===== src/rtl/rc_trim_fmeter.sv =====
module rc_trim_fmeter #(
  parameter int TRIM_W  = 8,
  parameter int CNT_W   = 16,
  parameter int WIN_CYC = 16
) (
  input  logic              clk,
  input  logic              rst_n,
  input  logic              slow_clk,
  input  logic [TRIM_W-1:0] fac_trim_lo,
  input  logic [TRIM_W-1:0] fac_trim_mid,
  input  logic [TRIM_W-1:0] fac_trim_hi,
  input  logic [1:0]        range_i,
  input  logic              usr_we,
  input  logic [1:0]        usr_range,
  input  logic [TRIM_W-1:0] usr_trim,
  input  logic              usr_sel,
  output logic [TRIM_W-1:0] trim_o,
  input  logic              meas_start,
  output logic              meas_ready,
  output logic [CNT_W-1:0]  meas_count
);
  localparam int EW = (WIN_CYC > 2) ? $clog2(WIN_CYC) : 1;
  localparam logic [EW-1:0]    LAST_EDGE = EW'(WIN_CYC - 1);
  localparam logic [CNT_W-1:0] CNT_MAX   = '1;

  logic [TRIM_W-1:0] usr_lo, usr_mid, usr_hi;
  logic [2:0]        sel_q;

  always_ff @(posedge clk or negedge rst_n) begin
    if (!rst_n) begin
      usr_lo  <= '0;
      usr_mid <= '0;
      usr_hi  <= '0;
      sel_q   <= '0;
    end else if (usr_we) begin
      case (usr_range)
        2'd0: begin usr_lo  <= usr_trim; sel_q[0] <= usr_sel; end
        2'd1: begin usr_mid <= usr_trim; sel_q[1] <= usr_sel; end
        2'd2: begin usr_hi  <= usr_trim; sel_q[2] <= usr_sel; end
        default: ;
      endcase
    end
  end

  always_comb begin
    case (range_i)
      2'd0:    trim_o = sel_q[0] ? usr_lo  : fac_trim_lo;
      2'd1:    trim_o = sel_q[1] ? usr_mid : fac_trim_mid;
      default: trim_o = sel_q[2] ? usr_hi  : fac_trim_hi;
    endcase
  end

  logic [2:0] sync_q;
  wire        slow_rise = sync_q[1] & ~sync_q[2];

  always_ff @(posedge clk or negedge rst_n) begin
    if (!rst_n) sync_q <= 3'b111;
    else        sync_q <= {sync_q[1:0], slow_clk};
  end

  logic             armed, running;
  logic [EW-1:0]    edges_q;
  logic [CNT_W-1:0] cnt_q;
  wire  [CNT_W-1:0] cnt_inc = (cnt_q == CNT_MAX) ? cnt_q : cnt_q + 1'b1;

  always_ff @(posedge clk or negedge rst_n) begin
    if (!rst_n) begin
      armed      <= 1'b1;
      running    <= 1'b0;
      meas_ready <= 1'b0;
      cnt_q      <= '0;
      edges_q    <= '0;
    end else if (meas_start) begin
      armed      <= 1'b1;
      running    <= 1'b0;
      meas_ready <= 1'b0;
      cnt_q      <= '0;
      edges_q    <= '0;
    end else if (armed) begin
      if (slow_rise) begin
        armed   <= 1'b0;
        running <= 1'b1;
        cnt_q   <= '0;
        edges_q <= '0;
      end
    end else if (running) begin
      cnt_q <= cnt_inc;
      if (slow_rise) begin
        if (edges_q == LAST_EDGE) begin
          running    <= 1'b0;
          meas_ready <= 1'b1;
        end else begin
          edges_q <= edges_q + 1'b1;
        end
      end
    end
  end

  assign meas_count = cnt_q;
endmodule


===== config.mk =====
export PLATFORM = sky130hd
export DESIGN_NAME = rc_trim_fmeter
export DESIGN_NICKNAME = d
export VERILOG_FILES = /design/src/rtl/rc_trim_fmeter.sv
export SDC_FILE = /design/constraint.sdc
export NUM_CORES = 1
export LEC_CHECK = 0
export BUFFER_PORTS_ARGS = -buffer_cell sky130_fd_sc_hd__buf_2
export CAP_MARGIN = 20
export CELL_PAD_IN_SITES_DETAIL_PLACEMENT = 1
export CELL_PAD_IN_SITES_GLOBAL_PLACEMENT = 1
export CORE_ASPECT_RATIO = 1.2
export CORE_MARGIN = 2
export CORE_UTILIZATION = 41
export CTS_CLUSTER_DIAMETER = 80
export DETAILED_ROUTE_END_ITERATION = 10
export PLACE_DENSITY = 0.85
export SLEW_MARGIN = 20
export SYNTH_ARGS = -nofsm -noshare
export SYNTH_HDL_FRONTEND = slang
export SYNTH_SLANG_ARGS = --single-unit

===== constraint.sdc =====
create_clock -name clk -period 2.05 [get_ports clk]
set_input_delay 0.205 -clock clk [delete_from_list [all_inputs] [get_ports clk]]
set_output_delay 0.205 -clock clk [all_outputs]
set_load 0.01 [all_outputs]

==> Word level (Yosys, flattened, before mapping) <==
Index checks and enable logic that the tools add are counted.
{ "word_totals": {"reg_bits": 53, "in_bits": 42, "wordCells": 67} }
{ "classes": {"n_addsub": 2, "eq_ne": 10, "muxes": 29, "bitwise": 2, "n_reduce_logical": 12} }
{ "op_table": {"columns": ["op", "n"], "rows": [
  ["$mux 16", 5],
  ["$mux 4", 6],
  ["$mux 8", 3],
  ["$add 16x1->16 const B", 1],
  ["$eq 16x16->1 const B", 1],
  ["$pmux 8 s2", 1],
  ["$mux 1", 14],
  ["$ne 3x3->1 const B", 4],
  ["$reduce_and 4->1", 2],
  ["$reduce_and 2->1", 3],
  ["$reduce_bool 2->1", 3],
  ["$add 4x1->4 const B", 1],
  ["$eq 2x1->1 const B", 2],
  ["$eq 4x4->1 const B", 1],
  ["$logic_not 2->1", 2],
  ["$reduce_and 3->1", 1],
  ["$reduce_bool 3->1", 1],
  ["$eq 2x2->1 const B", 1],
  ["$ne 2x2->1 const B", 1],
  ["$and 1x1->1", 1],
  ["$not 1->1", 1]
]} }

==> Logic depth before layout (Yosys ltp) <==
{ "logic_depth": {"depth_word": 6, "mapped_depth": 7, "ltp_nobuf": 6} }

==> Least setup slack after synthesis <==
No wires, ideal clock.
{ "synth_path": {"kind": "reg-to-reg", "startpoint": "reg cnt_q[0] (netlist: meas_count[0])", "endpoint": "reg cnt_q[6] (netlist: meas_count[6])", "setup_ns": 0.110, "t_arrival_ns": 1.679, "t_required_ns": 1.940, "setup_slack_ns": 0.261, "stages_incl_launch_ff": 8, "n_path_buf": 1, "cell_sequence": "dfrtp_1 > ha_1 > inv_2 > nor4_4 > a31o_4 > buf_6 > o21ai_1 > o41ai_1"} }
{ "synth_between": {"elab_chain_len": 5, "elab_cells_between_ends": 8} }
{ "synth_lines": {"columns": ["element", "line_no", "text"], "rows": [
  ["start, declared", "63", "logic [CNT_W-1:0] cnt_q;"],
  ["start signal, assigned", "87", "cnt_q <= cnt_inc;"],
  ["$add 16x1->16", "64", "wire [CNT_W-1:0] cnt_inc = (cnt_q == CNT_MAX) ? cnt_q : cnt_q + 1'b1;"],
  ["$mux 16", "64", null],
  ["$mux 16", "86", "end else if (running) begin"],
  ["$mux 16", "79", "end else if (armed) begin"],
  ["$mux 16", "73", "end else if (meas_start) begin"]
]} }
Several ways; a longest one is shown, not always the timed one. The select of a mux whose other input is x is not followed.
A chain may end at the register's enable or synchronous reset.

==> Worst setup path after layout <==
{ "layout_path": {"startpoint": "reg sel_q[1]", "endpoint": "out trim_o[5]"} }
{ "layout_between": {"elab_chain_len": 2} }
{ "layout_lines": {"columns": ["element", "line_no", "text"], "rows": [
  ["start, declared", "27", "logic [2:0] sel_q;"],
  ["start signal, assigned", "38", "2'd1: begin usr_mid <= usr_trim; sel_q[1] <= usr_sel; end"],
  ["$mux 8", "48", "2'd1: trim_o = sel_q[1] ? usr_mid : fac_trim_mid;"],
  ["$pmux 8 s2", "46", "case (range_i)"],
  ["end, declared", "17", "output logic [TRIM_W-1:0] trim_o,"]
]} }
No other way between the ends.

==> impl_metrics.json <==
{
  "design.core.area_um2": 6490,
  "internal_power_w": 0.00180,
  "die_area_um2": 7460,
  "ff2ff_setup_slack_ns": 0.25,
  "worst_ep_required_time_ns": 1.85,
  "fin_cells": 410,
  "clk_pin_slew_worst_paths_ns": 0.09,
  "clock_sinks": 53,
  "reg2regPathDepth": 6,
  "dr_wl_met2_mm": 3.48,
  "wl_met3_um": 332,
  "period_needed_ns": 1.84,
  "hold_viol_final": 0,
  "dieHeight_um": 94.2,
  "yosysSeqAreaShare_pct": 47.9,
  "dp.cells": 400,
  "grt_pass1_wl_mm": 11.5,
  "pin_count": 67,
  "synth_top_family_by_area": "multiplexers",
  "worstPathArrival_ns": 1.63,
  "synthDistinctLibCells": 42,
  "p_comb_share_pct": 17.7,
  "final_nets": 368,
  "syn_inst": 258,
  "place_hpwl_mm": 5.25,
  "grt_pass1_vias": 2415,
  "hold_path.class": "in2reg",
  "post_cts_buffers": 0,
  "p_switching_w": 0.000613,
  "synth_edf_count": 0,
  "track_usage_pct": 19.3,
  "drc": 0,
  "synth_xor_area_share_pct": 0,
  "period_share_pct": 89.7,
  "r2r_end": "meas_count[10]$_DFFE_PN0P_",
  "multi_input_area_um2": 1380,
  "wirelength_mm": 6.99,
  "avgSynthCellArea_um2": 10.8,
  "syn_nets": 302,
  "finClkSkew_ns": 0.00396,
  "synth_top_flop_cell": "dfrtp_1",
  "met1Wirelength_mm": 3.14,
  "swShare_pct": 25.4,
  "max_freq_ghz": 0.544,
  "maxSlewViolCount": 0,
  "ir_worst_vdd_mv": 0.327,
  "grt-ovfl-total": 0,
  "setup_viol": 0,
  "critPathKind": "reg2out",
  "p_clk_share_pct": 29.9,
  "cts-root-buf": "clkbuf_8",
  "power_w": 0.00241,
  "synth_simple_gate_area_share_pct": 14.2,
  "cts_tree": "built",
  "leakagePower_nw": 1.55,
  "grt_max_degree": 30,
  "seq_power_share_pct": 52.4,
  "rsz0062_at_grt": "false",
  "ant_nets": 0,
  "end_kind": "primary output",
  "antenna_cells": 0,
  "max-slew-margin-rel_pct": 60.8,
  "num_vias": 2327,
  "most-common-layout-cells": "buf_2, dfrtp_1, mux2_2",
  "final_util_pct": 51.5,
  "final_common_cell": "buf_2",
  "worst_slew_pin_slew_ns": 0.588,
  "async_flop_share_pct": 100,
  "num_rows": 32,
  "initial_core_util_pct": 42.8,
  "synth_warnings": 0,
  "synthAdderAreaFrac_pct": 0.900,
  "die_w_um": 79.2,
  "clk-insertion-delay-late_ns": 0.29,
  "hp-start": "usr_trim[5]",
  "crit_path_max_fanout": 9,
  "avgRoutedWirePerCell_um": 17.1,
  "fill_cells": 752,
  "holdPathEnd": "usr_lo[5]$_DFFE_PN0P_",
  "holdPathStages": 2,
  "drtPass1Iterations": 4,
  "drtIter0Drc": 66,
  "antenna_found_initial": 0,
  "synthMuxAreaShare_pct": 19.5,
  "place_congestion": 0.777,
  "highest_layer": "met4",
  "syn_area_um2": 2780,
  "drive_gt1_share_pct": 38.2,
  "cts_buffer_depth": 2,
  "cts_buffers": 5,
  "status": "finished clean",
  "r2r_start": "meas_count[0]$_DFFE_PN0P_",
  "fin_tns_setup_ns": 0,
  "synth_compound_area_share_pct": 15.0,
  "powerDensity_nw_per_um2": 722,
  "regArea_um2": 1330,
  "maxCapViolations": 0,
  "vias_per_cell": 5.68,
  "htree_levels": 2,
  "ys_seq_elements": 53,
  "syn2layout_area_growth_pct": 20.2,
  "port_buffers": 66,
  "startpoint_type": "register"
}
state kept, by name, summed over array words and instances (netlist names):
signal      cells
armed           1
edges_q         4
meas_count     16
meas_ready      1
running         1
sel_q           3
sync_q          3
usr_hi          8
usr_lo          8
usr_mid         8
layout make-up:
| class | count | share of cell area, % |
|---|---|---|
| Clock inverter | 1 | 0.899 |
| Clock buffer | 7 | 2.59 |
| Tap cell | 85 | 3.18 |
| Sequential cell | 53 | 39.9 |
| Timing Repair Buffer | 72 | 11.8 |
| Multi-Input combinational cell | 189 | 41.3 |
| Inverter | 3 | 0.337 |
per-layer routing:
metal  track usage [%]  vias up
met5                 0        -
met4              4.17        0
met3              3.37        6
met2              35.0       65
met1              24.0     1160
li1                  -     1096
how the worst max path moves through the flow:
stage	cells past startpoint	endpoint	start	slack (ns)
6_report	4	trim_o[5]	sel_q[1]$_DFFE_PN0P_	0.21
3_3_place_gp	6	meas_count[10]$_DFFE_PN0P_	meas_count[0]$_DFFE_PN0P_	0.31
4_1_cts	5	trim_o[5]	sel_q[0]$_DFFE_PN0P_	0.06
3_5_place_dp	6	meas_count[11]$_DFFE_PN0P_	meas_count[0]$_DFFE_PN0P_	0.26
5_1_grt	6	meas_count[11]$_DFFE_PN0P_	meas_count[0]$_DFFE_PN0P_	0.08
2_1_floorplan	7	meas_count[6]$_DFFE_PN0P_	meas_count[0]$_DFFE_PN0P_	0.26
cell families (layout without fill, tap and decap cells):
| kind of cell | count (synthesis) | in the layout |
|---|---|---|
| fa+ha+maj | 2 | 2 |
| simple gates | 70 | 70 |
| flops | 53 | 53 |
| mux | 50 | 50 |
| buf+inv | 16 | 83 |
| compound gates | 67 | 67 |
cells in the mapped netlist, drive strengths merged, types with 5 or more instances:
cell type	n	area, um^2
clkbuf	11	41.3
a21oi	19	95.1
mux2	33	372
a211oi	9	67.6
mux2i	17	170
o31ai	6	45.0
o21ai	21	105
dfrtp	49	1230
nand3	8	40.0
nand2	11	41.3
nor2	21	86.3
nand4	5	43.8
critical path, cell delays in order (launching register included):
cell      delay [ns]
dfrtp_2         0.51
mux2_2          0.36
a211oi_1        0.24
a21oi_1         0.08
buf_2           0.16
repair_timing:
action                                  CTS  global route
resized for setup                         0             2
hold endpoints to repair                 25             0
hold buffers                              2             0
endpoints found under the setup margin    0             8
stage by stage:
step	hold WS, ns	worst slack [ns]	cell area, um^2
6_report	0.167	0.211	3340
5_1_grt	0.162	0.0761	3340
4_1_cts	0.151	0.0606	3340
3_5_place_dp	0.237	0.265	3200
3_3_place_gp	0.233	0.306	3200
2_1_floorplan	-0.0906	0.261	2780
power groups by stage:
stage          logic (W)  registers, W  clock network, W
3_5_place_dp    0.000431       0.00128                 0
5_1_grt         0.000472       0.00128          0.000788
4_1_cts         0.000435       0.00126          0.000749
3_3_place_gp    0.000414       0.00127                 0
6_report        0.000428       0.00126          0.000721
2_1_floorplan   0.000333       0.00121                 0
Power figures use the tool's default switching activity.
